==> src/rtl/nand_tcyc_pkg.sv <==
package nand_tcyc_pkg;

  // Field order is the sequencing order; FLD_SETUP must stay last.
  typedef enum logic [2:0] {
    FLD_ALE    = 3'd0,
    FLD_CLE    = 3'd1,
    FLD_FLOAT  = 3'd2,
    FLD_HOLD   = 3'd3,
    FLD_STROBE = 3'd4,
    FLD_SETUP  = 3'd5
  } field_e;

  typedef enum logic [1:0] {
    ST_IDLE   = 2'd0,
    ST_LOAD   = 2'd1,
    ST_TO_NS  = 2'd2,
    ST_TO_CYC = 2'd3
  } state_e;

  // Per-field shaping applied to the rounded-up cycle count.
  typedef struct packed {
    logic less_one;     // subtract one, clamped at zero
    logic at_least_one; // zero becomes one
    logic narrow;       // small field, lower cap
  } rule_t;

  localparam int unsigned PS_PER_NS       = 1000;
  localparam int unsigned MIN_RD_CYCLE_PS = 30000;

endpackage

==> src/rtl/nand_tcyc_div.sv <==
module nand_tcyc_div #(
  parameter int unsigned W = 24
) (
  input  logic         clk,
  input  logic         rst_n,
  input  logic         go,
  input  logic [W-1:0] dividend,
  input  logic [W-1:0] divisor,
  output logic         fin,
  output logic [W-1:0] quot,
  output logic [W-1:0] rem
);
  localparam int unsigned   CW       = (W > 1) ? $clog2(W) : 1;
  localparam logic [CW-1:0] STEPS_M1 = CW'(W - 1);

  logic [W-1:0]  q_r, q_n, r_r, r_n, d_r, d_n;
  logic [CW-1:0] k_r, k_n;
  logic          run_r, run_n, fin_r, fin_n;
  logic [W:0]    trial, diff;

  // one quotient bit per cycle, restoring the remainder on a negative trial
  always_comb begin
    q_n   = q_r;
    r_n   = r_r;
    d_n   = d_r;
    k_n   = k_r;
    run_n = run_r;
    fin_n = 1'b0;
    trial = {r_r, q_r[W-1]};
    diff  = trial - {1'b0, d_r};
    if (go) begin
      q_n   = dividend;
      r_n   = '0;
      d_n   = divisor;
      k_n   = STEPS_M1;
      run_n = 1'b1;
    end else if (run_r) begin
      if (!diff[W]) begin
        r_n = diff[W-1:0];
        q_n = {q_r[W-2:0], 1'b1};
      end else begin
        r_n = trial[W-1:0];
        q_n = {q_r[W-2:0], 1'b0};
      end
      if (k_r == '0) begin
        run_n = 1'b0;
        fin_n = 1'b1;
      end else begin
        k_n = k_r - CW'(1);
      end
    end
  end

  always_ff @(posedge clk or negedge rst_n) begin
    if (!rst_n) begin
      q_r   <= '0;
      r_r   <= '0;
      d_r   <= '0;
      k_r   <= '0;
      run_r <= 1'b0;
      fin_r <= 1'b0;
    end else begin
      q_r   <= q_n;
      r_r   <= r_n;
      d_r   <= d_n;
      k_r   <= k_n;
      run_r <= run_n;
      fin_r <= fin_n;
    end
  end

  assign fin  = fin_r;
  assign quot = q_r;
  assign rem  = r_r;


  rem_bound_chk: assert property (@(posedge clk) disable iff (!rst_n)
    (fin_r && d_r != '0) |-> (r_r < d_r));

endmodule

==> src/rtl/nand_tcyc_sel.sv <==
module nand_tcyc_sel
  import nand_tcyc_pkg::*;
#(
  parameter int unsigned PS_W = 24
) (
  input  field_e          field,
  input  logic [PS_W-1:0] ale_to_re_ps,
  input  logic [PS_W-1:0] cle_to_re_ps,
  input  logic [PS_W-1:0] ce_setup_ps,
  input  logic [PS_W-1:0] we_pulse_ps,
  input  logic [PS_W-1:0] data_hold_ps,
  input  logic [PS_W-1:0] ce_hold_ps,
  input  logic [PS_W-1:0] cle_hold_ps,
  input  logic [PS_W-1:0] we_high_ps,
  input  logic [PS_W-1:0] ale_hold_ps,
  input  logic [PS_W-1:0] re_high_ps,
  input  logic [PS_W-1:0] re_pulse_ps,
  input  logic [PS_W-1:0] ce_access_ps,
  input  logic [PS_W-1:0] re_access_ps,
  output logic [PS_W-1:0] operand,
  output rule_t           rule
);
  function automatic logic [PS_W-1:0] sub0(input logic [PS_W-1:0] a, input logic [PS_W-1:0] b);
    return (a > b) ? (a - b) : '0;
  endfunction

  function automatic logic [PS_W-1:0] max2(input logic [PS_W-1:0] a, input logic [PS_W-1:0] b);
    return (a > b) ? a : b;
  endfunction

  logic [PS_W-1:0] float_ps, hold_ps, strobe_ps, setup_ps;

  always_comb begin
    float_ps  = sub0(ce_setup_ps, we_pulse_ps);
    hold_ps   = max2(max2(max2(data_hold_ps, ce_hold_ps), max2(cle_hold_ps, we_high_ps)),
                     max2(ale_hold_ps, re_high_ps));
    strobe_ps = max2(re_pulse_ps, we_pulse_ps);
    setup_ps  = max2(float_ps, sub0(ce_access_ps, re_access_ps));
    case (field)
      FLD_CLE:    begin operand = cle_to_re_ps; rule = '{1'b1, 1'b0, 1'b1}; end
      FLD_FLOAT:  begin operand = float_ps;     rule = '{1'b0, 1'b0, 1'b0}; end
      FLD_HOLD:   begin operand = hold_ps;      rule = '{1'b0, 1'b1, 1'b0}; end
      FLD_STROBE: begin operand = strobe_ps;    rule = '{1'b1, 1'b1, 1'b0}; end
      FLD_SETUP:  begin operand = setup_ps;     rule = '{1'b1, 1'b1, 1'b0}; end
      default:    begin operand = ale_to_re_ps; rule = '{1'b1, 1'b0, 1'b1}; end
    endcase
  end

endmodule

==> src/rtl/nand_tcyc_conv.sv <==
module nand_tcyc_conv
  import nand_tcyc_pkg::*;
#(
  parameter int unsigned PS_W   = 24,
  parameter int unsigned PER_W  = 8,
  parameter int unsigned GAP_W  = 4,
  parameter int unsigned SPAN_W = 8
) (
  input  logic              clk,
  input  logic              rst_n,
  input  logic              start,
  input  logic [PER_W-1:0]  clk_period_ns,
  input  logic [PS_W-1:0]   rd_cycle_ps,
  input  logic [PS_W-1:0]   ale_to_re_ps,
  input  logic [PS_W-1:0]   cle_to_re_ps,
  input  logic [PS_W-1:0]   ce_setup_ps,
  input  logic [PS_W-1:0]   we_pulse_ps,
  input  logic [PS_W-1:0]   data_hold_ps,
  input  logic [PS_W-1:0]   ce_hold_ps,
  input  logic [PS_W-1:0]   cle_hold_ps,
  input  logic [PS_W-1:0]   we_high_ps,
  input  logic [PS_W-1:0]   ale_hold_ps,
  input  logic [PS_W-1:0]   re_high_ps,
  input  logic [PS_W-1:0]   re_pulse_ps,
  input  logic [PS_W-1:0]   ce_access_ps,
  input  logic [PS_W-1:0]   re_access_ps,
  output logic              busy,
  output logic              done,
  output logic              unsupported,
  output logic [GAP_W-1:0]  ale_gap_cyc,
  output logic [GAP_W-1:0]  cle_gap_cyc,
  output logic [SPAN_W-1:0] float_cyc,
  output logic [SPAN_W-1:0] hold_cyc,
  output logic [SPAN_W-1:0] strobe_cyc,
  output logic [SPAN_W-1:0] setup_cyc
);
  localparam logic [PS_W-1:0] GAP_CAP  = PS_W'((2 ** GAP_W) - 1);
  localparam logic [PS_W-1:0] SPAN_CAP = PS_W'((2 ** SPAN_W) - 1);
  localparam logic [PS_W-1:0] NS_DIV   = PS_W'(PS_PER_NS);
  localparam logic [PS_W-1:0] MIN_RC   = PS_W'(MIN_RD_CYCLE_PS);

  // asynchronous assertion, synchronous release
  logic [1:0] rst_pipe;
  logic       rst_sync_n;
  always_ff @(posedge clk or negedge rst_n) begin
    if (!rst_n) rst_pipe <= 2'b00;
    else        rst_pipe <= {rst_pipe[0], 1'b1};
  end
  assign rst_sync_n = rst_pipe[1];

  state_e            state_r, state_n;
  field_e            fld_r, fld_n;
  logic              done_r, done_n, unsup_r, unsup_n;
  logic [GAP_W-1:0]  ale_r, ale_n, cle_r, cle_n;
  logic [SPAN_W-1:0] flt_r, flt_n, hold_r, hold_n, strb_r, strb_n, setup_r, setup_n;

  logic              div_go, div_fin;
  logic [PS_W-1:0]   div_dividend, div_divisor, div_quot, div_rem;
  logic [PS_W-1:0]   operand, cyc_ceil, shaped, cap, fit;
  rule_t             rule;

  nand_tcyc_sel #(.PS_W(PS_W)) u_sel (
    .field(fld_r), .ale_to_re_ps(ale_to_re_ps), .cle_to_re_ps(cle_to_re_ps),
    .ce_setup_ps(ce_setup_ps), .we_pulse_ps(we_pulse_ps), .data_hold_ps(data_hold_ps),
    .ce_hold_ps(ce_hold_ps), .cle_hold_ps(cle_hold_ps), .we_high_ps(we_high_ps),
    .ale_hold_ps(ale_hold_ps), .re_high_ps(re_high_ps), .re_pulse_ps(re_pulse_ps),
    .ce_access_ps(ce_access_ps), .re_access_ps(re_access_ps),
    .operand(operand), .rule(rule)
  );

  nand_tcyc_div #(.W(PS_W)) u_div (
    .clk(clk), .rst_n(rst_sync_n), .go(div_go), .dividend(div_dividend),
    .divisor(div_divisor), .fin(div_fin), .quot(div_quot), .rem(div_rem)
  );

  // shape the rounded-up count for the field being finished
  always_comb begin
    cyc_ceil = div_quot + PS_W'(div_rem != '0);
    if (rule.less_one) shaped = (cyc_ceil == '0) ? '0 : (cyc_ceil - PS_W'(1));
    else               shaped = cyc_ceil;
    if (rule.at_least_one && shaped == '0) shaped = PS_W'(1);
    cap = rule.narrow ? GAP_CAP : SPAN_CAP;
    fit = (shaped > cap) ? cap : shaped;
  end

  always_comb begin
    state_n = state_r;  fld_n   = fld_r;
    done_n  = 1'b0;     unsup_n = unsup_r;
    ale_n   = ale_r;    cle_n   = cle_r;   flt_n   = flt_r;
    hold_n  = hold_r;   strb_n  = strb_r;  setup_n = setup_r;
    div_go       = 1'b0;
    div_dividend = operand;
    div_divisor  = NS_DIV;
    case (state_r)
      ST_IDLE: if (start) begin
        ale_n = '0; cle_n = '0; flt_n = '0; hold_n = '0; strb_n = '0; setup_n = '0;
        if (rd_cycle_ps < MIN_RC || clk_period_ns == '0) begin
          unsup_n = 1'b1;
          done_n  = 1'b1;
        end else begin
          unsup_n = 1'b0;
          fld_n   = FLD_ALE;
          state_n = ST_LOAD;
        end
      end
      ST_LOAD: begin
        div_go  = 1'b1;
        state_n = ST_TO_NS;
      end
      ST_TO_NS: if (div_fin) begin
        div_go       = 1'b1;
        div_dividend = div_quot;
        div_divisor  = PS_W'(clk_period_ns);
        state_n      = ST_TO_CYC;
      end
      ST_TO_CYC: if (div_fin) begin
        case (fld_r)
          FLD_ALE:    ale_n   = fit[GAP_W-1:0];
          FLD_CLE:    cle_n   = fit[GAP_W-1:0];
          FLD_FLOAT:  flt_n   = fit[SPAN_W-1:0];
          FLD_HOLD:   hold_n  = fit[SPAN_W-1:0];
          FLD_STROBE: strb_n  = fit[SPAN_W-1:0];
          default:    setup_n = fit[SPAN_W-1:0];
        endcase
        if (fld_r == FLD_SETUP) begin
          done_n  = 1'b1;
          state_n = ST_IDLE;
        end else begin
          fld_n   = field_e'(fld_r + 3'd1);
          state_n = ST_LOAD;
        end
      end
      default: state_n = ST_IDLE;
    endcase
  end

  always_ff @(posedge clk or negedge rst_sync_n) begin
    if (!rst_sync_n) begin
      state_r <= ST_IDLE;  fld_r  <= FLD_ALE;
      done_r  <= 1'b0;     unsup_r <= 1'b0;
      ale_r   <= '0;       cle_r  <= '0;  flt_r   <= '0;
      hold_r  <= '0;       strb_r <= '0;  setup_r <= '0;
    end else begin
      state_r <= state_n;  fld_r  <= fld_n;
      done_r  <= done_n;   unsup_r <= unsup_n;
      ale_r   <= ale_n;    cle_r  <= cle_n;  flt_r   <= flt_n;
      hold_r  <= hold_n;   strb_r <= strb_n; setup_r <= setup_n;
    end
  end

  assign busy        = (state_r != ST_IDLE);
  assign done        = done_r;
  assign unsupported = unsup_r;
  assign ale_gap_cyc = ale_r;
  assign cle_gap_cyc = cle_r;
  assign float_cyc   = flt_r;
  assign hold_cyc    = hold_r;
  assign strobe_cyc  = strb_r;
  assign setup_cyc   = setup_r;


  done_pulse_chk: assert property (@(posedge clk) disable iff (!rst_sync_n)
    done_r |=> !done_r);


  busy_exit_chk: assert property (@(posedge clk) disable iff (!rst_sync_n)
    $fell(busy) |-> done_r);


  unsup_blank_chk: assert property (@(posedge clk) disable iff (!rst_sync_n)
    (done_r && unsup_r) |-> (ale_r == '0 && cle_r == '0 && flt_r == '0 &&
                             hold_r == '0 && strb_r == '0 && setup_r == '0));


  floor_one_chk: assert property (@(posedge clk) disable iff (!rst_sync_n)
    (done_r && !unsup_r) |-> (hold_r != '0 && strb_r != '0 && setup_r != '0));

endmodule

==> config.mk <==
export PLATFORM = sky130hd
export DESIGN_NAME = nand_tcyc_conv
export DESIGN_NICKNAME = d
export VERILOG_FILES = /design/src/rtl/nand_tcyc_pkg.sv /design/src/rtl/nand_tcyc_div.sv /design/src/rtl/nand_tcyc_sel.sv /design/src/rtl/nand_tcyc_conv.sv
export SDC_FILE = /design/constraint.sdc
export NUM_CORES = 1
export LEC_CHECK = 0
export ABC_AREA = 1
export BUFFER_PORTS_ARGS = -buffer_cell sky130_fd_sc_hd__clkbuf_2
export CORE_UTILIZATION = 40
export DETAILED_ROUTE_END_ITERATION = 10
export GPL_ROUTABILITY_DRIVEN = 0
export PLACE_DENSITY = 0.72
export SYNTH_ARGS = -nofsm -noshare
export SYNTH_HDL_FRONTEND = slang
export SYNTH_SLANG_ARGS = --single-unit
==> constraint.sdc <==
create_clock -name clk -period 3.4 [get_ports clk]
set_input_delay 0.68 -clock clk [delete_from_list [all_inputs] [get_ports clk]]
set_output_delay 0.68 -clock clk [all_outputs]
set_load 0.05 [all_outputs]
# After elaboration in Yosys (flattened, before gate mapping)
# Cells that the tools add are included.
[word_totals]
ff_bits = 128
in_bits = 347
wordCells = 154
[op_classes]
addsub = 7
order_cmp = 11
eq_ne = 21
n_mux = 73
n_reduce_logical = 25
[ops]
columns = ["operator", "count"]
rows = [
  ["$mux 24", 19],
  ["$gt 24x24->1", 9],
  ["$pmux 24 s5", 1],
  ["$mux 8", 11],
  ["$pmux 8 s2", 4],
  ["$logic_not 24->1", 2],
  ["$sub 24x24->24", 2],
  ["$reduce_and 4->1", 7],
  ["$sub 25x24->25", 1],
  ["$add 24x1->24", 1],
  ["$gt 24x8->1", 1],
  ["$lt 24x15->1 const B", 1],
  ["$reduce_bool 24->1", 1],
  ["$sub 24x1->24 const B", 1],
  ["$mux 10", 2],
  ["$mux 4", 5],
  ["$pmux 4 s2", 2],
  ["$mux 5", 3],
  ["$ne 2x1->1 const B", 7],
  ["$mux 1", 13],
  ["$mux 3", 4],
  ["$ne 2x2->1 const B", 5],
  ["$pmux 3 s3", 1],
  ["$logic_not 8->1", 1],
  ["other kinds (22)", 33],
]

# Logic depth before layout (Yosys ltp)
# Gate-level depths: netlist (run 1).
[depth]
word_depth = 13
ltp_mapped = 48
ltp_nobuf = 45

# Modules after synthesis
# From an unflattened synthesis (run 1), not the netlist that was laid out.
[unflattened]
cells_unflattened = 3727
hier_area_um2 = 21568.2
[modules_own_cells]
columns = ["module", "n_inst", "cells_each", "area_per_inst_um2", "seq_area_each_um2"]
rows = [
  ["nand_tcyc_sel", 1, 2226, 11700.0, 0.0],
  ["nand_tcyc_div", 1, 761, 5222.5, 1976.9],
  ["nand_tcyc_conv", 1, 740, 4645.7, 1226.2],
]

# Least setup slack after synthesis (run 1)
# No wires, ideal clock.
[synth_timing]
path_type = "input -> register"
start = "in we_high_ps[23]"
end = "reg u_div.q_r[13] (netlist: u_div.quot[13])"
setup_ns = 0.122
arrival_time_ns = 6.239
required_time_ns = 3.278
setup_slack_ns = -2.961
cell_stages = 38
path_buffers = 4
cell_sequence = "inv_1 ha_1 nand2_1 nor2_1 nand2_1 nor3_1 nand3_1 nand2_1 clkbuf_1 clkinv_1 nand2_1 nand2_1 ha_1 nand3_1 nor2_1 nand4_1 or2_2 a31oi_1 (+2 left out) nand3_1 nand2_1 ha_1 nand3_1 nor2_1 nand4_1 a31o_2 nand3_1 inv_1 or2_2 clkbuf_1 inv_1 buf_1 nand3_1 nand3_1 nand3_1 nand2_1 a21oi_1"
[synth_between]
elab_chain_cells = 10
[synth_rtl]
columns = ["item", "line", "text"]
rows = [
  ["from (decl)", "nand_tcyc_conv.sv:21", "input logic [PS_W-1:0] we_high_ps,"],
  ["$gt 24x24->1", "nand_tcyc_sel.sv:28", "return (a > b) ? a : b;"],
  ["$mux 24 *", "nand_tcyc_sel.sv:28", ""],
  ["$gt 24x24->1", "nand_tcyc_sel.sv:28", ""],
  ["$mux 24 *", "nand_tcyc_sel.sv:28", ""],
  ["$gt 24x24->1", "nand_tcyc_sel.sv:28", ""],
  ["$mux 24 *", "nand_tcyc_sel.sv:28", ""],
  ["$pmux 24 s5 *", "nand_tcyc_sel.sv:39", "case (field)"],
  ["$mux 24", "nand_tcyc_conv.sv:110", "ST_TO_NS: if (div_fin) begin"],
  ["$mux 24 *", "nand_tcyc_conv.sv:94", "case (state_r)"],
  ["$mux 24 *", "nand_tcyc_div.sv:31", "if (go) begin"],
  ["to (signal assigned)", "nand_tcyc_div.sv:63", "q_r <= q_n;"],
  ["to (decl)", "nand_tcyc_div.sv:16", "logic [W-1:0] q_r, q_n, r_r, r_n, d_r, d_n;"],
]
# Every way passes the cells marked *; elsewhere a longest branch is shown, timed or not. The select of a mux whose other input is x is not followed.
# A chain may end at the register's enable or synchronous reset.

# Worst setup path after layout (run 1)
[layout_timing]
start = "in ce_hold_ps[2]"
end = "reg u_div.q_r[17] (netlist: u_div.quot[17])"
[layout_between]
elab_chain_cells = 10
[layout_rtl]
columns = ["item", "line", "text"]
rows = [
  ["from (decl)", "nand_tcyc_conv.sv:19", "input logic [PS_W-1:0] ce_hold_ps,"],
  ["$gt 24x24->1", "nand_tcyc_sel.sv:28", ""],
  ["$mux 24 *", "nand_tcyc_sel.sv:28", ""],
  ["$gt 24x24->1", "nand_tcyc_sel.sv:28", ""],
  ["$mux 24 *", "nand_tcyc_sel.sv:28", ""],
  ["$gt 24x24->1", "nand_tcyc_sel.sv:28", ""],
  ["$mux 24 *", "nand_tcyc_sel.sv:28", ""],
  ["$pmux 24 s5 *", "nand_tcyc_sel.sv:39", ""],
  ["$mux 24", "nand_tcyc_conv.sv:110", ""],
  ["$mux 24 *", "nand_tcyc_conv.sv:94", ""],
  ["$mux 24 *", "nand_tcyc_div.sv:31", ""],
]
# Marked as above.

==> flow_summary.yaml, run 1 <==
grt:
  grt_overflow: 0
  antenna_found_initial: 4
  grt_max_degree: 72
  grt_pass1_vias: 23510
  grtUsageTotal_pct: 32.33
  grt_pass1_wl_um: 116700
clock_network:
  cts_tree: "built"
  cts_buffer_depth: 2
  cts_sinks: 113
  cts_made_buffers: 17
  path_clk_slew_ns: 0.06
  htreeDepth: 4
  hold_buffers: 0
  clk_root_buffer_cell: "clkbuf_16"
  clkLatencyLatePin_ns: 0.43
pwr:
  clkPwrFrac_pct: 14.8
  p_comb_share_pct: 70.1
  cellPowerDensity_mw_per_mm2: 447.1
  power.static_leakage_uw: 0.01571
  vdd_drop_max_mv: 0.3799
  switching_share_pct: 45.21
  seq_power_share_pct: 15.1
  p_sw_uw: 5788
  intPower_uw: 7014
finish:
  drive_gt1_share_pct: 37.37
  nNetsFinal: 4674
  area_growth_pct: 60.66
critical_path:
  cp_max_fo: 14
  slowest_delay_ns: 0.31
  cp_slowest_cell: "ha_4"
  end_kind: "flop"
  required_ns: 3.71
  path_class: "in -> reg"
  crit_top_cell: "nand2_1"
  critPathLaunch: "ce_hold_ps[2]"
  cp.arrival_ns: 6.19
  r2r_start: "u_div.rem[14]"
  rr_worst_depth: 27
  regToRegSetupSlack_ns: -0.91
  start_kind: "input pin"
timing:
  finalWorstSetupSlack_ns: -2.477
  finalCriticalPeriod_ns: 5.877
  fmax_mhz: 170.1
  tightest_slew_ns: 0.8389
  min_period_over_period_pct: 172.9
  finalMaxSlewViolations: 0
  rsz0062_at_grt: "yes"
  max-slew-margin-rel_pct: 44.01
  hold_ws_ns: 0.03227
  fin_skew_ns: 0.01068
  tns_ns: -91.84
  hold_viol_final: 0
  setup_violations: 64
place:
  port-buffer-count: 385
  hpwl_um: 60910
  dp_slack_ns: -2.745
status:
  failed_checks: "setup timing"
  outcome: "finished, violations left"
job:
  drv_cap: 0
yosys:
  synth_area_per_cell_um2: 5.981
  ys_ff_latch: 113
  synth_fp_nets: 3576
  synth_seq_area_share_pct: 15.87
  yosys.cell_types.count: 53
  syn_inst: 2980
  synth-warning-count: 0
  synth_area_mm2: 0.01782
die:
  initial_core_util_pct: 40.92
  die_y_um: 213.1
  die_w_um: 213.1
  coreArea_mm2: 0.04355
  die_area_mm2: 0.04540
  rows: 76
  ios: 390
routing:
  drtIter0Drc: 2173
  drt_pass1_iterations: 6
  vias: 24940
  wl_um: 77560
  wire_per_inst_um: 16.58
  ant_nets: 0
  vias_per_cell: 5.331
  drc: 0
worst_hold_path:
  worstHoldPathType: "in -> async"
## stage by stage
| stage | std cells | instance area [µm²] | utilization, % | total power [µW] |
|---|---|---|---|---|
| finish | 4677 | 28630 | 65.74 | 12800 |
| global route | 4676 | 28630 | 65.74 | 13690 |
| CTS | 4654 | 27520 | 63.18 | 11840 |
| detailed placement | 4576 | 26020 | 59.73 | 9404 |
| global placement | 4576 | 26020 | 59.73 | 9267 |
| floorplan | 2980 | 18430 | - | 6146 |
## sequential cells by signal, summed over array words and instances, names as in the netlist
signal and cells:
u_div.run_r 1, state_r 2, cle_gap_cyc 4, setup_cyc 8
rst_pipe 2, strobe_cyc 8, done 1, ale_gap_cyc 4
u_div.fin 1, u_div.k_r 5, u_div.d_r 9, unsupported 1
u_div.quot 24, hold_cyc 8, fld_r 3, float_cyc 8
u_div.rem 24
## kinds of logic (layout without fill, tap and decap cells)
| logic type | Yosys count | in the layout | share of synthesized area, % |
|---|---|---|---|
| and+or+nand+nor | 1542 | 1544 | 37.50 |
| AOI/OAI and AO/OA | 527 | 527 | 16.18 |
| buffers and inverters | 505 | 1614 | 10.72 |
| adders and majority gates | 249 | 249 | 17.61 |
| DFF | 113 | 113 | 15.87 |
| xor gates and xnor gates | 43 | 43 | 2.113 |
| other | 1 | 2 | 0.02104 |
## path summary, 6_finish.rpt
check                                 end
max in group asynchronous   u_div.quot[8]
setup reg to reg              hold_cyc[1]
hold / removal                rst_pipe[1]
hold reg to reg              setup_cyc[0]
setup / recovery           u_div.quot[17]
min in group clk              rst_pipe[1]
## layout by cell type, fill, tap and decap left out, types with 25 or more instances in the layout
master	synthesis	layout
a21oi_1	240	222
buf_4	1	732
clkbuf_2	0	375
dfrtp_1	113	112
ha_1	246	206
ha_4	0	36
inv_1	425	395
inv_2	2	27
nand2_1	841	761
nand2_2	15	65
nand2_4	1	26
nand3_1	238	174
nand3_2	2	55
nand3b_1	27	27
nand4_1	73	73
nor2_1	241	221
nor3_1	33	27
o211ai_1	26	26
o21ai_0	194	177
xor2_1	27	25
## routing by layer
layer / routed length (µm) / share of wire (%) / track usage (%) / vias up
met5: 31 / 0.040 / 0 / -
met1: 30520 / 39 / 39.14 / 11340
met4: 4923 / 6.3 / 16.13 / 4
met2: 35930 / 46 / 55.14 / 1189
li1: - / - / - / 12050
met3: 6150 / 7.9 / 5.310 / 347
## power groups by stage
stage / registers (µW) / clock network, µW / logic (µW)
global route: 1970 / 1960 / 9770
CTS: 1920 / 1890 / 8040
finish: 1930 / 1890 / 8980
floorplan: 1930 / 0 / 4220
detailed placement: 1930 / 0 / 7480
global placement: 1920 / 0 / 7340
## synth_stat cells (all sizes together)
master	number	share of area [%]
fa	3	0.34
nand3b	27	1.1
o21a	7	0.29
clkinv	5	0.11
clkbuf	60	1.3
a31o	1	0.049
o2111ai	1	0.049
a211o	1	0.049
a32o	4	0.22
or2	27	0.95
nor3b	1	0.042
a22oi	5	0.21
and2	14	0.49
xor2	27	1.3
conb	1	0.021
nand2	857	18
a21oi	242	6.8
a21boi	4	0.17
a21o	3	0.13
nor4	11	0.39
a22o	5	0.25
o21bai	11	0.48
nor3	34	0.98
dfrtp	113	16
a211oi	1	0.042
nor2	257	5.7
o31ai	3	0.13
o21ai	195	5.5
xnor2	16	0.79
o221ai	3	0.15
nand4	73	2.6
a31oi	8	0.28
inv	427	9.0
o211a	1	0.056
o22ai	6	0.21
buf	13	0.36
o211ai	26	1.1
nand3	241	6.9
ha	246	17
## timing repair
item / 4_1_cts / 5_1_grt
setup buffers: 40 / 21
setup endpoints to repair: 64 / 64
gates cloned: 6 / 4
pin swaps: 86 / 132
resized for setup: 112 / 221
## final cells by class
class | instances | area [µm²]
Antenna cell | 1 | 2.502
Clock buffer | 18 | 439.2
Clock inverter | 14 | 177.7
Inverter | 432 | 1682
Fill cell | 3673 | 14920
Sequential cell | 113 | 2831
Timing Repair inverter | 4 | 36.28
Multi-Input combinational cell | 2364 | 14730
Tap cell | 585 | 732.0
Timing Repair Buffer | 1146 | 7998
## worst max-delay path, delay by kind of cell
family	cells	cell delay, ns
adders and majority gates	3	0.91
buffers and inverters	11	1.10
and+or+nand+nor	21	2.12
AOI/OAI and AO/OA	8	1.37
(Power assumes the default switching activity.)
==> run 2, diff against run 1 <==
ABC_AREA = 0   (was 1)
CORE_UTILIZATION = 51   (was 40)
PLACE_DENSITY = 0.88   (was 0.72)
==> run 2 against run 1 <==
  * The flow now stops in global routing (5_1_grt)
  * Area after synthesis shrank 8.9%
  * Synthesized cell count shrank 28%
==> flow_summary.yaml, run 2 <==
yosys:
  syn_inst: 2140
  synthTopCellsByCount: "ha_1 (246), a21oi_1 (207), inv_1 (198)"
  synthFlopType: "dfrtp_1"
  ys_ff_latch: 113
  synth_area_mm2: 0.01624
  synthTopCellsByArea: "ha_1 (19%), dfrtp_1 (17%), a21oi_1 (6.4%), mux2i_1 (5.4%), inv_1 (4.6%)"
  synthArstFlopShare_pct: 100.0
  synth_area_per_cell_um2: 7.587
  post-synth-top-area-fraction_pct: 18.96
  yosys.cell_types.count: 82
  synth-warning-count: 0
  yosysTopAreaCell: "ha_1"
  synth_fp_nets: 2736
  synth_enable_flop_cells: 0
  synth.most_common_cell: "ha_1"
  synth_seq_area_share_pct: 17.42
die:
  rows: 64
  ios: 390
  die_w_um: 180.4
  initial_core_util_pct: 52.39
  die_y_um: 180.4
status:
  stop_error: "[ERROR GRT-0116] Global routing finished with congestion. Check the congestion regions in the DRC Viewer."
  stop_stage: "global routing (5_1_grt)"
  outcome: "stopped before the end"
grt:
  grt_overflow: 27
  grt_pass1_vias: 27600
  grt_max_degree: 74
  grt_pass1_wl_um: 162800
  grtUsageTotal_pct: 66.34
clock_network:
  htreeDepth: 4
  cts_made_buffers: 17
  clk_root_buffer_cell: "clkbuf_16"
  cts_sinks: 113
  cts_buffer_depth: 2
place:
  hpwl_um: 60810
  port-buffer-count: 385
  dp_slack_ns: -3.796
==> run 2: kinds of logic after synthesis <==
family	synth area share (%)
fa+ha+maj	19.33
other cells	0.02310
compound gates	24.97
xor+xnor	4.963
mux	6.334
simple gates	20.28
buf+inv	6.689
flops	17.42
==> run 2: metrics by stage <==
| step | area, µm² | instances | hold WS [ns] | util [%] |
|---|---|---|---|---|
| after floorplan | 16890 | 2140 | 0.3312 | - |
| after global placement | 23800 | 3488 | 0.3376 | 76.80 |
| after detailed placement | 23800 | 3488 | 0.3410 | 76.80 |
| after CTS | 25300 | 3559 | 0.02558 | 81.63 |
==> run 2: timing repair <==
action,in CTS
endpoints found under the hold margin,0
setup buffers,41
endpoints found under the setup margin,66
resized for setup,129
cloned,1
hold buffers,0
pin swaps,62
==> run 2: metal layers <==
layer  GRT usage [%]  GRT overflow
met1           65.51             0
met2           84.65            14
met3           49.41             1
met4           65.74            12
met5           27.85             0
==> run 3, diff against run 2 <==
CORE_UTILIZATION = 40   (was 51)
PLACE_DENSITY = unset   (was 0.88)
PLACE_DENSITY_LB_ADDON = 0.15   (was unset)
clock period = 4.4 ns   (was 3.4 ns; I/O delays follow)
==> run 3 against run 2 <==
  * The flow now finishes, with violations (setup timing)
  * Area after synthesis unchanged
  * Synthesized cell count unchanged
==> flow_summary.yaml, run 3 <==
yosys:
  synthTopCellsByCount: "ha_1 (246), a21oi_1 (207), inv_1 (198)"
  yosysTopAreaCell: "ha_1"
  post-synth-top-area-fraction_pct: 18.96
  synth-warning-count: 0
  synth_enable_flop_cells: 0
  synth.most_common_cell: "ha_1"
  syn_inst: 2140
  synthTopCellsByArea: "ha_1 (19%), dfrtp_1 (17%), a21oi_1 (6.4%), mux2i_1 (5.4%), inv_1 (4.6%)"
  synthArstFlopShare_pct: 100.0
  synth_seq_area_share_pct: 17.42
  synthFlopType: "dfrtp_1"
  synth_area_mm2: 0.01624
  ys_ff_latch: 113
  synth_area_per_cell_um2: 7.587
  yosys.cell_types.count: 82
  synth_fp_nets: 2736
critical_path:
  start_kind: "input pin"
  rr_worst_depth: 25
  path_class: "in -> reg"
  end_kind: "flop"
  crit_top_cell: "buf_6"
  required_ns: 4.75
  cp_slowest_cell: "a221o_1"
  cp_max_fo: 7
  slowest_delay_ns: 0.37
  cp.arrival_ns: 6.98
  regToRegSetupSlack_ns: -1.21
die:
  ios: 390
  die_y_um: 203.5
  die_area_mm2: 0.04140
  coreArea_mm2: 0.03991
  rows: 73
  die_w_um: 203.5
  initial_core_util_pct: 40.68
finish:
  area_growth_pct: 60.41
  layout_commonest_cell: "buf_4"
  drive_gt1_share_pct: 42.96
  seqCellArea_mm2: 0.002831
  n_fill_cell: 3396
  multi_input_area_mm2: 0.01373
  stdcell_area_mm2: 0.02605
  nNetsFinal: 3765
  final_cell_mix: "buf_4 (673), clkbuf_2 (380), ha_1 (220)"
status:
  outcome: "finished, violations left"
  failed_checks: "setup timing"
pwr:
  vdd_drop_max_mv: 0.3317
  cellPowerDensity_mw_per_mm2: 476.7
  power.static_leakage_uw: 0.01347
  p_total_uw: 12420
clock_network:
  cts_sinks: 113
  clkLatencyLatePin_ns: 0.44
  htreeDepth: 4
  cts_tree: "built"
  hold_buffers: 0
  clk_root_buffer_cell: "clkbuf_16"
  cts_made_buffers: 17
  path_clk_slew_ns: 0.06
  cts_buffer_depth: 2
timing:
  hold_viol_final: 0
  finalMaxSlewViolations: 0
  rsz0062_at_grt: "yes"
  finalWorstSetupSlack_ns: -2.229
  finalCriticalPeriod_ns: 6.629
  max-slew-margin-rel_pct: 30.35
  setup_violations: 64
  fmax_mhz: 150.8
  min_period_over_period_pct: 150.7
  fin_skew_ns: 0.01467
  tightest_slew_ns: 1.045
  hold_ws_ns: 0.1668
grt:
  grtUsageTotal_pct: 32.09
  grt_max_degree: 55
  grt_pass1_vias: 20450
  grt_pass1_wl_um: 104900
  antenna_found_initial: 12
  grt_overflow: 0
place:
  hpwl_um: 56040
  place_area_mm2: 0.02400
  dp_slack_ns: -2.891
  port-buffer-count: 385
routing:
  ant_nets: 0
  drc: 0
  vias: 20510
  wire_per_inst_um: 18.44
  vias_per_cell: 5.520
  wl_um: 68490
  drt_pass1_iterations: 6
  drtIter0Drc: 1381
job:
  drv_cap: 0
worst_hold_path:
  worstHoldPathType: "reg -> async"
[run 3: cell counts after synthesis]
Identical to the previous run, type by type.
[run 3: final timing paths]
| path | from | endpoint |
|---|---|---|
| worst max-delay path | ce_hold_ps[9] | u_div.quot[13] |
| worst min-delay path | rst_pipe[1] | state_r[0] |
| worst max register to register | u_div.rem[17] | float_cyc[7] |
| worst min register to register | rst_pipe[1] | state_r[0] |
| max in group asynchronous | rst_pipe[1] | u_div.quot[10] |
| min in group clk | rst_pipe[0] | rst_pipe[1] |
[run 3: worst max-delay path: cells and delay by family]
kind / cells / cell delay (ns)
AND/OR/NAND/NOR: 8 / 1.12
AO/OA/AOI/OAI: 16 / 2.92
adder cells (fa/ha/maj): 3 / 0.71
buffers and inverters: 10 / 1.35
[run 3: cell families (layout without fill, tap and decap cells)]
group,count (synthesis),in the layout,share of synthesized area [%]
AO/OA/AOI/OAI,638,639,24.97
XOR/XNOR,92,92,4.963
adder cells (fa/ha/maj),249,249,19.33
buffers and inverters,281,1321,6.689
flip-flops,113,113,17.42
multiplexers,101,101,6.334
other,1,9,0.02310
AND/OR/NAND/NOR,665,666,20.28
[run 3: repair_timing]
| action | CTS | global route |
|---|---|---|
| endpoints found under the hold margin | 0 | 0 |
| resized for setup | 97 | 108 |
| setup endpoints to repair | 64 | 64 |
| buffers inserted | 24 | 23 |
| cloned | 6 | 0 |
| pin swaps | 46 | 52 |
[run 3: final cells by class]
class | count | area share [%]
timing repair buffer | 1091 | 28.71
multi-input combinational | 1748 | 52.71
clock buffer | 18 | 1.648
clock inverter | 14 | 0.5140
tap | 525 | 2.522
inverter | 198 | 2.950
antenna | 8 | 0.07686
sequential | 113 | 10.87
[run 3: power breakdown]
part	internal, µW	leakage, µW	switching, µW
clock network	783	0.000271	579
registers	1440	0.00143	289
logic	4290	0.0118	5030
[run 3: metrics by stage]
stage / util, % / cells / TNS [ns]
after detailed placement: 60.13 / 3627 / -119.49
final: 65.25 / 3715 / -93.87
after global placement: 60.13 / 3627 / -113.01
after global routing: 65.25 / 3715 / -107.09
after floorplan: - / 2140 / -81.42
after CTS: 63.49 / 3687 / -90.69
[run 3: per-layer routing]
layer	part of all wire (%)	track usage (%)	up-vias	wire (µm)
li1	-	-	9817	-
met1	41	39.81	9710	28400
met2	47	54.77	807	32400
met3	6.8	5.066	165	4639
met4	4.4	13.88	6	3006
met5	0.063	0	-	43
==> run 4, diff against run 3 <==
SYNTH_HIERARCHICAL = 1   (was unset)
==> run 4 against run 3 <==
  * The flow still finishes with violations (setup timing)
  * First-iteration DRC count up 33%
  * Clock skew down 0.0040 ns
  * Sequential power down 31%
  * Largest cell class unchanged
  * Non-clock buffer count up 28
  * Via count up 10%
  * Combinational power down 67%
  * Critical path type unchanged
==> flow_summary.yaml, run 4 <==
status:
  outcome: "finished, violations left"
  failed_checks: "setup timing"
die:
  die_w_um: 218.0
  die_y_um: 218.0
  ios: 390
  rows: 78
  coreArea_mm2: 0.04567
  initial_core_util_pct: 40.84
  die_area_mm2: 0.04751
grt:
  grt_overflow: 0
  grt_max_degree: 116
  antenna_found_initial: 10
  grt_pass1_vias: 22090
  grtUsageTotal_pct: 30.83
  grt_pass1_wl_um: 116900
clock_network:
  cts_sinks: 128
  clkLatencyLatePin_ns: 0.43
  htreeDepth: 4
  clk_root_buffer_cell: "clkbuf_16"
  cts_tree: "built"
  cts_made_buffers: 17
  cts_buffer_depth: 2
  path_clk_slew_ns: 0.07
  hold_buffers: 0
routing:
  drc: 0
  vias_per_cell: 5.565
  wl_um: 76280
  vias: 22630
  ant_nets: 0
  drt_pass1_iterations: 6
  drtIter0Drc: 1830
  wire_per_inst_um: 18.76
yosys:
  synthArstFlopShare_pct: 100.0
  synth_area_mm2: 0.01866
  yosys.cell_types.count: 105
  synth.most_common_cell: "nand2_1"
  synth-warning-count: 6
  synth_area_per_cell_um2: 7.802
  synth_enable_flop_cells: 0
  synthTopCellsByCount: "nand2_1 (279), ha_1 (261), inv_1 (216)"
  synthFlopType: "dfrtp_1"
  ys_ff_latch: 128
  syn_inst: 2391
  post-synth-top-area-fraction_pct: 17.51
  synthTopCellsByArea: "ha_1 (18%), dfrtp_1 (17%), mux2i_1 (7.9%), nand2_1 (5.6%), inv_1 (4.3%)"
  yosysTopAreaCell: "ha_1"
  synth_seq_area_share_pct: 17.17
timing:
  finalWorstSetupSlack_ns: -2.447
  hold_viol_final: 0
  setup_violations: 64
  hold_ws_ns: 0.2254
  max-slew-margin-rel_pct: 24.55
  finalCriticalPeriod_ns: 6.847
  rsz0062_at_grt: "yes"
  tightest_slew_ns: 1.132
  finalMaxSlewViolations: 0
  fin_skew_ns: 0.01070
  min_period_over_period_pct: 155.6
  fmax_mhz: 146.0
place:
  hpwl_um: 62330
  dpl.cell_count: 3985
  place_area_mm2: 0.02644
  port-buffer-count: 385
critical_path:
  required_ns: 4.68
  cp.arrival_ns: 7.13
  cp_slowest_cell: "nor4_2"
  path_class: "in -> reg"
  start_kind: "input pin"
  cp_max_fo: 7
  end_kind: "flop"
  regToRegSetupSlack_ns: -0.55
  slowest_delay_ns: 0.39
pwr:
  power.static_leakage_uw: 0.01465
  vdd_drop_max_mv: 0.2641
  cellPowerDensity_mw_per_mm2: 201.3
finish:
  nNetsFinal: 4053
  stdcell_area_mm2: 0.02838
  final_cells: 4066
  n_fill_cell: 4034
  seqCellArea_mm2: 0.003209
  layout_commonest_cell: "buf_4"
  area_growth_pct: 52.11
  drive_gt1_share_pct: 39.51
  multi_input_area_mm2: 0.01531
  final_cell_mix: "buf_4 (710), clkbuf_2 (384), nand2_1 (276)"
job:
  drv_cap: 0
worst_hold_path:
  worstHoldPathType: "in -> async"
## run 4: worst max-delay path: cells and delay by family
kind / cells / cell delay (ns)
and+or+nand+nor: 12 / 2.16
muxes: 3 / 0.69
adders and majority gates: 3 / 0.82
AOI/OAI and AO/OA: 8 / 1.25
buffers and inverters: 10 / 1.28
## run 4: metal layers
metal  global-route usage [%]  part of all wire (%)  up-vias
met2                    51.17                    46      856
met1                    40.52                    44    10720
li1                         -                     -    10870
met5                        0                     0        -
met4                    12.26                   4.1        0
met3                    3.584                   6.2      178
## run 4: metrics by stage
stage | util [%] | power [µW] | setup slack [ns] | setup TNS [ns]
2_1_floorplan | - | 2594 | -1.972 | -48.46
3_3_place_gp | 57.88 | 3887 | -2.651 | -90.25
3_5_place_dp | 57.88 | 3959 | -2.854 | -95.00
4_1_cts | 59.87 | 5432 | -2.233 | -78.19
5_1_grt | 62.12 | 6029 | -2.723 | -94.63
6_report | 62.13 | 5712 | -2.447 | -76.27
## run 4: cell families (layout without fill, tap and decap cells)
family | count (synthesis) | in the layout | synth area share (%)
adder cells (fa/ha/maj) | 264 | 264 | 17.83
flip-flops | 128 | 128 | 17.17
AO/OA/AOI/OAI | 650 | 650 | 23.62
multiplexers | 171 | 171 | 9.383
buffers and inverters | 317 | 1368 | 7.176
AND/OR/NAND/NOR | 773 | 773 | 20.55
other | 2 | 26 | 0.04026
XOR/XNOR | 86 | 86 | 4.239
## run 4: report_power, final
group | internal (µW) | switching (µW) | total [µW]
clock network | 796 | 620 | 1420
logic | 1580 | 1510 | 3090
registers | 1190 | 11.4 | 1200
total | 3570 | 2150 | 5710
## run 4: final timing paths
check	startpoint	end	depth (start not counted)
hold / removal	rst_n	rst_pipe[1]	1
hold reg to reg	rst_pipe[1]	done	0
setup / recovery	ce_hold_ps[23]	u_div/quot[17]	36
max in group asynchronous	rst_pipe[1]	u_div/rem[23]	1
min in group clk	rst_pipe[0]	rst_pipe[1]	0
setup reg to reg	u_div/rem[19]	setup_cyc[6]	25
## run 4: area by class of cell
cell class	count	share of cell area, %
antenna	11	0.09701
clock buffer	17	1.499
inverter	217	2.888
tap	600	2.646
multi-input combinational	1959	53.96
timing repair buffer	1119	27.07
sequential	128	11.31
clock inverter	15	0.5335
## run 4: what timing repair did
item	CTS	global route
buffers inserted	15	21
pin swaps	19	38
setup endpoints to repair	64	64
gates cloned	0	3
gates resized for setup	36	148
